===== src/rtl/cmp_pair_pkg.sv =====
`timescale 1ns/1ps
package cmp_pair_pkg;

  typedef enum logic [1:0] {
    LD_ZERO   = 2'b00,
    LD_PERIOD = 2'b01,
    LD_EITHER = 2'b10,
    LD_FREEZE = 2'b11
  } load_sel_e;

  // Per-channel control slice: {sel[1:0], immediate}
  typedef struct packed {
    load_sel_e sel;
    logic      immediate;
  } chan_cfg_t;

  localparam int unsigned CFG_W    = $bits(chan_cfg_t);
  localparam int unsigned STAT_LSB = 8;

  // Does the selected time-base event occur this cycle?
  function automatic logic load_event(load_sel_e sel, logic at_zero, logic at_period);
    case (sel)
      LD_ZERO:   return at_zero;
      LD_PERIOD: return at_period;
      LD_EITHER: return at_zero | at_period;
      default:   return 1'b0;
    endcase
  endfunction

  // Next pending-flag state: a staged write wins over a copy.
  function automatic logic next_pending(logic cur, logic staged_wr, logic imm_wr, logic copy);
    if (staged_wr)   return 1'b1;
    else if (imm_wr) return 1'b0;
    else if (copy)   return 1'b0;
    else             return cur;
  endfunction

endpackage


===== src/rtl/cmp_chan.sv =====
`timescale 1ns/1ps
module cmp_chan
  import cmp_pair_pkg::*;
#(
  parameter int unsigned VAL_W = 16
) (
  input  logic             clk,
  input  logic             rst_n,
  input  chan_cfg_t        cfg,
  input  logic             wr_en,
  input  logic [VAL_W-1:0] wr_data,
  input  logic             at_zero,
  input  logic             at_period,
  input  logic [VAL_W-1:0] count,
  output logic [VAL_W-1:0] shadow_q,
  output logic [VAL_W-1:0] active_q,
  output logic             pending_q,
  output logic             match,
  output logic             staged_wr,
  output logic             imm_wr,
  output logic             copy
);

  logic evt;

  assign staged_wr = wr_en & ~cfg.immediate;
  assign imm_wr    = wr_en &  cfg.immediate;
  assign evt       = load_event(cfg.sel, at_zero, at_period);
  assign copy      = evt & pending_q & ~imm_wr;

  always_ff @(posedge clk or negedge rst_n) begin
    if (!rst_n) begin
      shadow_q  <= '0;
      active_q  <= '0;
      pending_q <= 1'b0;
    end else begin
      if (staged_wr) shadow_q <= wr_data;
      if (imm_wr)    active_q <= wr_data;
      else if (copy) active_q <= shadow_q;
      pending_q <= next_pending(pending_q, staged_wr, imm_wr, copy);
    end
  end

  assign match = (count == active_q);

endmodule


===== src/rtl/cmp_regs.sv =====
`timescale 1ns/1ps
module cmp_regs
  import cmp_pair_pkg::*;
#(
  parameter int unsigned VAL_W  = 16,
  parameter int unsigned ADDR_W = 3,
  parameter int unsigned NCH    = 2
) (
  input  logic                       clk,
  input  logic                       rst_n,
  input  logic                       bus_wr,
  input  logic [ADDR_W-1:0]          bus_addr,
  input  logic [VAL_W-1:0]           bus_wdata,
  input  logic [NCH-1:0][VAL_W-1:0]  shadow,
  input  logic [NCH-1:0][VAL_W-1:0]  active,
  input  logic [NCH-1:0]             pending,
  output chan_cfg_t [NCH-1:0]        cfg,
  output logic [NCH-1:0]             ch_wr,
  output logic [VAL_W-1:0]           bus_rdata
);

  localparam int unsigned CTRL_W    = CFG_W * NCH;
  localparam int unsigned CTRL_ADDR = 2 * NCH;

  logic [CTRL_W-1:0] ctrl_q;
  logic              ctrl_sel;

  assign ctrl_sel = (bus_addr == ADDR_W'(CTRL_ADDR));

  always_ff @(posedge clk or negedge rst_n) begin
    if (!rst_n)                 ctrl_q <= '0;
    else if (bus_wr && ctrl_sel) ctrl_q <= bus_wdata[CTRL_W-1:0];
  end

  for (genvar ch = 0; ch < NCH; ch++) begin : g_dec
    assign cfg[ch]   = chan_cfg_t'(ctrl_q[ch*CFG_W +: CFG_W]);
    assign ch_wr[ch] = bus_wr & ((bus_addr == ADDR_W'(ch)) |
                                 (bus_addr == ADDR_W'(NCH + ch)));
  end

  always_comb begin
    bus_rdata = '0;
    for (int ch = 0; ch < NCH; ch++) begin
      if (bus_addr == ADDR_W'(ch))
        bus_rdata = cfg[ch].immediate ? active[ch] : shadow[ch];
      if (bus_addr == ADDR_W'(NCH + ch))
        bus_rdata = active[ch];
    end
    if (ctrl_sel) begin
      bus_rdata[CTRL_W-1:0] = ctrl_q;
      for (int ch = 0; ch < NCH; ch++)
        bus_rdata[STAT_LSB + ch] = pending[ch];
    end
  end

endmodule


===== src/rtl/cmp_shadow_pair.sv =====
`timescale 1ns/1ps
module cmp_shadow_pair
  import cmp_pair_pkg::*;
#(
  parameter int unsigned VAL_W  = 16,
  parameter int unsigned ADDR_W = 3
) (
  input  logic              clk,
  input  logic              rst_n,
  input  logic              bus_wr,
  input  logic [ADDR_W-1:0] bus_addr,
  input  logic [VAL_W-1:0]  bus_wdata,
  output logic [VAL_W-1:0]  bus_rdata,
  input  logic [VAL_W-1:0]  tb_count,
  input  logic              tb_at_zero,
  input  logic              tb_at_period,
  output logic              eq_a,
  output logic              eq_b,
  output logic              full_a,
  output logic              full_b
);

  localparam int unsigned NCH = 2;

  chan_cfg_t [NCH-1:0]       cfg;
  logic [NCH-1:0]            ch_wr;
  logic [NCH-1:0][VAL_W-1:0] shadow;
  logic [NCH-1:0][VAL_W-1:0] active;
  logic [NCH-1:0]            pending;
  logic [NCH-1:0]            match;
  logic [NCH-1:0]            staged_wr;
  logic [NCH-1:0]            imm_wr;
  logic [NCH-1:0]            copy;
  logic [NCH-1:0]            frozen;

  cmp_regs #(.VAL_W(VAL_W), .ADDR_W(ADDR_W), .NCH(NCH)) u_regs (
    .clk       (clk),
    .rst_n     (rst_n),
    .bus_wr    (bus_wr),
    .bus_addr  (bus_addr),
    .bus_wdata (bus_wdata),
    .shadow    (shadow),
    .active    (active),
    .pending   (pending),
    .cfg       (cfg),
    .ch_wr     (ch_wr),
    .bus_rdata (bus_rdata)
  );

  for (genvar ch = 0; ch < NCH; ch++) begin : g_ch
    cmp_chan #(.VAL_W(VAL_W)) u_chan (
      .clk       (clk),
      .rst_n     (rst_n),
      .cfg       (cfg[ch]),
      .wr_en     (ch_wr[ch]),
      .wr_data   (bus_wdata),
      .at_zero   (tb_at_zero),
      .at_period (tb_at_period),
      .count     (tb_count),
      .shadow_q  (shadow[ch]),
      .active_q  (active[ch]),
      .pending_q (pending[ch]),
      .match     (match[ch]),
      .staged_wr (staged_wr[ch]),
      .imm_wr    (imm_wr[ch]),
      .copy      (copy[ch])
    );
    assign frozen[ch] = (cfg[ch].sel == LD_FREEZE);
  end

  assign eq_a   = match[0];
  assign eq_b   = match[1];
  assign full_a = pending[0];
  assign full_b = pending[1];

endmodule


===== config.mk =====
export PLATFORM = sky130hd
export DESIGN_NAME = cmp_shadow_pair
export DESIGN_NICKNAME = d
export VERILOG_FILES = /design/src/rtl/cmp_pair_pkg.sv /design/src/rtl/cmp_chan.sv /design/src/rtl/cmp_regs.sv /design/src/rtl/cmp_shadow_pair.sv
export SDC_FILE = /design/constraint.sdc
export NUM_CORES = 1
export LEC_CHECK = 0
export BUFFER_PORTS_ARGS = -buffer_cell sky130_fd_sc_hd__buf_2
export CORE_MARGIN = 2
export CORE_UTILIZATION = 58
export CTS_CLUSTER_SIZE = 8
export DETAILED_ROUTE_END_ITERATION = 10
export GPL_TIMING_DRIVEN = 0
export PLACE_DENSITY = 0.86
export SYNTH_ARGS = -nofsm -noshare
export SYNTH_HDL_FRONTEND = slang
export SYNTH_SLANG_ARGS = --single-unit

===== constraint.sdc =====
create_clock -name clk -period 2 [get_ports clk]
set_clock_uncertainty 0.15 [all_clocks]
set_input_delay 0.2 -clock clk [delete_from_list [all_inputs] [get_ports clk]]
set_output_delay 0.2 -clock clk [all_outputs]
set_load 0.05 [all_outputs]

## Yosys cells after proc, flatten, opt, wreduce, memory -nomap -nowiden

Index checks and enable logic that the tools add are counted.

- Bits in registers: 72
- Output and inout bits: 20
- Logic and storage cells: 62

- Equality and inequality tests: 10
- Muxes and demuxes: 20
- Bitwise operators: 17
- Reduce and logical (&&, ||, !) cells: 8

Operators with widths:

| operator | count |
|---|---|
| 16-bit two-way mux | 10 |
| 16-bit == test | 2 |
| 1-bit AND | 10 |
| 3-bit by 2-bit == test with 1-bit output (second input constant) | 2 |
| 1-bit two-way mux | 6 |
| 6-bit two-way mux | 1 |
| 1-bit one-hot mux with 3 select lines | 2 |
| 3-bit nonzero test | 2 |
| 2-bit by 1-bit == test with 1-bit output (second input constant) | 2 |
| 2-bit == test (second input constant) | 2 |
| 2-bit zero test | 2 |
| 1-bit inverter | 4 |
| 2-bit nonzero test | 2 |
| 3-bit by 1-bit == test with 1-bit output (second input constant) | 1 |
| 3-bit == test (second input constant) | 1 |
| 3-bit zero test | 1 |
| 1-bit OR | 3 |
| 2-bit two-way mux | 1 |
| 1-bit logical AND | 1 |

## Logic depth before layout (Yosys ltp)

- Depth in word-level cells: 9
- Mapped depth: 6
- Depth with buffers taken out: 4

## By module

A second synthesis with hierarchy kept.

- Cell total of the unflattened synthesis: 458
- Area, all modules: 4593.2 sq um

Modules (own cells, without submodules):

| module | instances | cells an instance | area an instance (sq um) |
|---|---|---|---|
| cmp_chan | 2 | 154 | 1729.2 |
| cmp_regs | 1 | 150 | 1134.8 |

## Worst setup path after synthesis

OpenSTA, ideal clock, no wires.

- Path kind: reg-to-output
- From: reg g_ch[1].u_chan.active_q[12]
- To: out eq_b
- Arrival: 2.206 ns
- Path slack: -0.556 ns
- Cell stages (with the launch flop): 4
- Buffers on the path: 0
- Cells stage by stage: dfrtp_1 -> xnor2_1 -> nand4_1 -> nor4_1

- Word-level cells in the longest chain between the ends: 1

RTL lines:

| what | RTL line | RTL |
|---|---|---|
| start: declaration | cmp_chan.sv:16 | `output logic [VAL_W-1:0] active_q,` |
| start signal: assignment | cmp_chan.sv:38 | `if (imm_wr) active_q <= wr_data;` |
| start signal: assignment | cmp_chan.sv:39 | `else if (copy) active_q <= shadow_q;` |
| 16-bit == test | cmp_chan.sv:44 | `assign match = (count == active_q);` |
| end: declaration | cmp_shadow_pair.sv:18 | `output logic eq_b,` |

No other way between the ends.

## Worst setup path after layout

- From: reg u_regs.ctrl_q[3], in the netlist u_regs.cfg[3]
- To: out bus_rdata[4]

- Word-level cells in the longest chain between the ends: 4

RTL lines:

| what | RTL line | RTL |
|---|---|---|
| start: declaration | cmp_regs.sv:25 | `logic [CTRL_W-1:0] ctrl_q;` |
| start signal: assignment | cmp_regs.sv:32 | `else if (bus_wr && ctrl_sel) ctrl_q <= bus_wdata[CTRL_W-1:0];` |
| 16-bit two-way mux | cmp_regs.sv:45 | `bus_rdata = cfg[ch].immediate ? active[ch] : shadow[ch];` |
| 16-bit two-way mux | cmp_regs.sv:44 | `if (bus_addr == ADDR_W'(ch))` |
| 16-bit two-way mux | cmp_regs.sv:46 | `if (bus_addr == ADDR_W'(NCH + ch))` |
| 6-bit two-way mux | cmp_regs.sv:49 | `if (ctrl_sel) begin` |
| end: declaration | cmp_shadow_pair.sv:13 | `output logic [VAL_W-1:0] bus_rdata,` |

No other way between the ends.

==> results.yml <==
floorplanning:
  die_area_sq_um: 8050
  initial_utilization_pct: 59.4
  core_area_sq_um: 7180
  num_rows: 31
  dieWidth_um: 89.7
  fp.dieH_um: 89.7
  ios: 60
timing:
  maxSlewHeadroom_pct: 36.0
  fin_crit_sh_pct: 120
  rsz0062_at_grt: "yes"
  setup_viol: 25
  max_freq_mhz: 416
  tns_ps: -6080
  worstMarginPinSlew_ps: 960
  hold_viol: 0
  finalMaxSlewViolations: 0
  min_period_ps: 2400
  postLayoutSetupSlackWorst_ps: -404
pwr:
  p_int_w: 0.00458
  p_leak_nw: 2.50
  pwr-share-comb_pct: 42.8
  ir_drop_mv: 0.705
  p_sw_share_pct: 41.0
  p_per_area_nw_per_um2: 1360
  clockPowerShare_pct: 20.7
  p_sw_w: 0.00318
  seqPwrFrac_pct: 36.5
  power_w: 0.00776
logic_synthesis:
  netlist_area_sq_um: 4260
  synthCells: 429
  ys_warn_count: 0
  synth_commonest_cells: "72 x dfrtp_1, 47 x o21ai_0, 40 x mux2i_1"
  netlist_top_cells_area: "dfrtp_1 42%, mux2i_1 9.4%, mux2_2 7.7%"
  avgSynthCellArea_sq_um: 9.94
  ys_seq_elements: 72
  synthArstFlopShare_pct: 100
  synth_top_flop_cell: "dfrtp_1"
  synth_area_leader_cell: "dfrtp_1"
  synth_edf_count: 0
  ys_types: 37
  ys_seq_area_share_pct: 42.3
  synth_top_area_share_pct: 42.3
  syn_nets: 469
  synth.most_common_cell: "dfrtp_1"
min_path:
  worstHoldStart: "bus_wdata[5]"
  hold_end: "g_ch[0].u_chan.active_q[5]"
  worstHoldPathType: "in -> reg"
  hold_depth: 3
clock_tree:
  cts-root-buf: "clkbuf_8"
  cts_buffers: 9
  clock_sinks: 72
  insertion_delay_ps: 380
  clkTransAtPathRegs_ps: 80
  cts_max_level: 3
  cts_tree: "built"
  cts_buffer_depth: 2
placement:
  portBuffers: 59
  dp_hpwl_mm: 8.61
  gp_congestion: 0.975
  dpl_worst_slack_ps: -431
  placed_area_sq_um: 4750
detailed_routing:
  wl_mm: 17.0
  firstDrtPassIters: 5
  remaining_drc_errors: 0
  drt_iter0_drc: 822
  dr_total_vias: 4481
  viasPerCell: 7.09
  wl_per_cell_um: 26.9
  antenna_left: 0
critical_path:
  cp_num_buf_inv: 2
  regToRegSetupSlack_ps: -160
  cp-start-kind: "register"
  critical_path_class: "reg -> out"
  cp_max_fo: 10
  required_ps: 1650
  cp_top_family: "flip-flops"
  worstRegToRegCells: 4
  crit_path_top_delay_cell: "dfrtp_2"
  r2r-start: "u_regs.cfg[0]"
  cpPeakStageDelay_ps: 460
  cp-end-kind: "output port"
  worstPathArrival_ps: 2050
  worstReg2RegEnd: "g_ch[0].u_chan.active_q[12]"
  path_cells: "buf_8, mux2i_1, nor3_1, o2bb2ai_1, a31oi_2, buf_6"
finish:
  antenna_cells: 0
  final_util_pct: 79.6
  area_delta_synth_final_pct: 33.9
  nNetsFinal: 568
  final_layout_size_suffix_gt1_share_pct: 37.1
  post-route-cell-area_sq_um: 5710
outcome:
  violations: "negative setup slack"
  outcome: "finished, violations left"
global_route:
  grt_max_degree: 73
  overflow: 0
  grt_pass1_vias: 4303
  antenna_found_initial: 0
  grt_pass1_wl_mm: 23.2
  track_usage_pct: 37.6
run:
  drv_cap: 0
worst reg2reg max path: stages, from the launching register on:
cell and delay, ps:
dfrtp_1 410, nor4b_2 710, clkbuf_2 450, nand2_1 120, o21ai_0 180
area by class of cell:
class                   count  area, sq um
flip-flops and latches     72         1810
well taps                  99          124
multi-input cells         327         2610
clock buffers              10          138
fillers                   368         1470
repair buffers             89          688
plain buffers              26          206
clock inverters             6          130
inverters                   3         11.3
cell families (layout without fill, tap and decap cells):
logic type,count (synthesis),in the layout,synth area share (%)
mux,78,78,19.4
flops,72,72,42.3
simple gates,107,107,12.8
compound gates,109,109,15.2
buf+inv,30,134,3.55
xor+xnor,33,33,6.78
cells in the final DEF (no fill, tap or decap), types with 12 or more instances in the layout:
cell type,count
a21oi_1,23
buf_2,44
buf_4,20
buf_6,19
dfrtp_1,68
dlygate4sd3_1,15
mux2_2,29
mux2i_1,40
nand2_1,32
nor2_1,26
o21ai_0,33
o21ai_1,12
xnor2_1,21
metrics by stage:
stage / hold slack (ps) / std cells
3_3_place_gp: 296 / 587
2_1_floorplan: -246 / 429
4_1_cts: 1.37 / 630
6_report: 8.93 / 632
3_5_place_dp: 244 / 587
5_1_grt: 17.8 / 632
timing repair:
| item | in CTS | in global routing |
|---|---|---|
| cloned | 1 | 0 |
| gates resized for setup | 78 | 48 |
| hold endpoints to repair | 118 | 0 |
| hold buffers | 15 | 0 |
| pin swaps | 14 | 21 |
| setup endpoints to repair | 27 | 47 |
| buffers inserted | 11 | 3 |
layer usage:
metal | up-vias | wire (um) | GRT usage [%]
li1 | 1738 | - | -
met1 | 2115 | 5890 | 46.0
met2 | 464 | 7380 | 58.0
met3 | 164 | 2290 | 11.8
met4 | 0 | 1440 | 23.7
met5 | - | 0 | 0
worst max path at each step:
stage | start | endpoint | cells after the start
4_1_cts | u_regs.cfg[0] | bus_rdata[5] | 7
2_1_floorplan | bus_addr[0] | bus_rdata[8] | 6
3_5_place_dp | bus_addr[0] | bus_rdata[8] | 8
5_1_grt | u_regs.cfg[3] | bus_rdata[4] | 6
6_report | u_regs.cfg[3] | bus_rdata[4] | 6
3_3_place_gp | bus_addr[0] | bus_rdata[8] | 8
state kept, by name, summed over array words and instances, names as in the netlist:
signal                 cells
g_ch.u_chan.active_q      32
g_ch.u_chan.shadow_q      32
u_regs.cfg                 6
g_ch.u_chan.pending_q      2
power groups by stage:
stage / clock [W] / combinational, W / sequential (W)
after detailed placement: 0 / 0.00247 / 0.00269
after global placement: 0 / 0.00240 / 0.00264
after floorplan: 0 / 0.00188 / 0.00256
after CTS: 0.00155 / 0.00289 / 0.00270
after global routing: 0.00164 / 0.00342 / 0.00285
final: 0.00161 / 0.00332 / 0.00283
No activity file was read; power rests on OpenSTA's default activity.
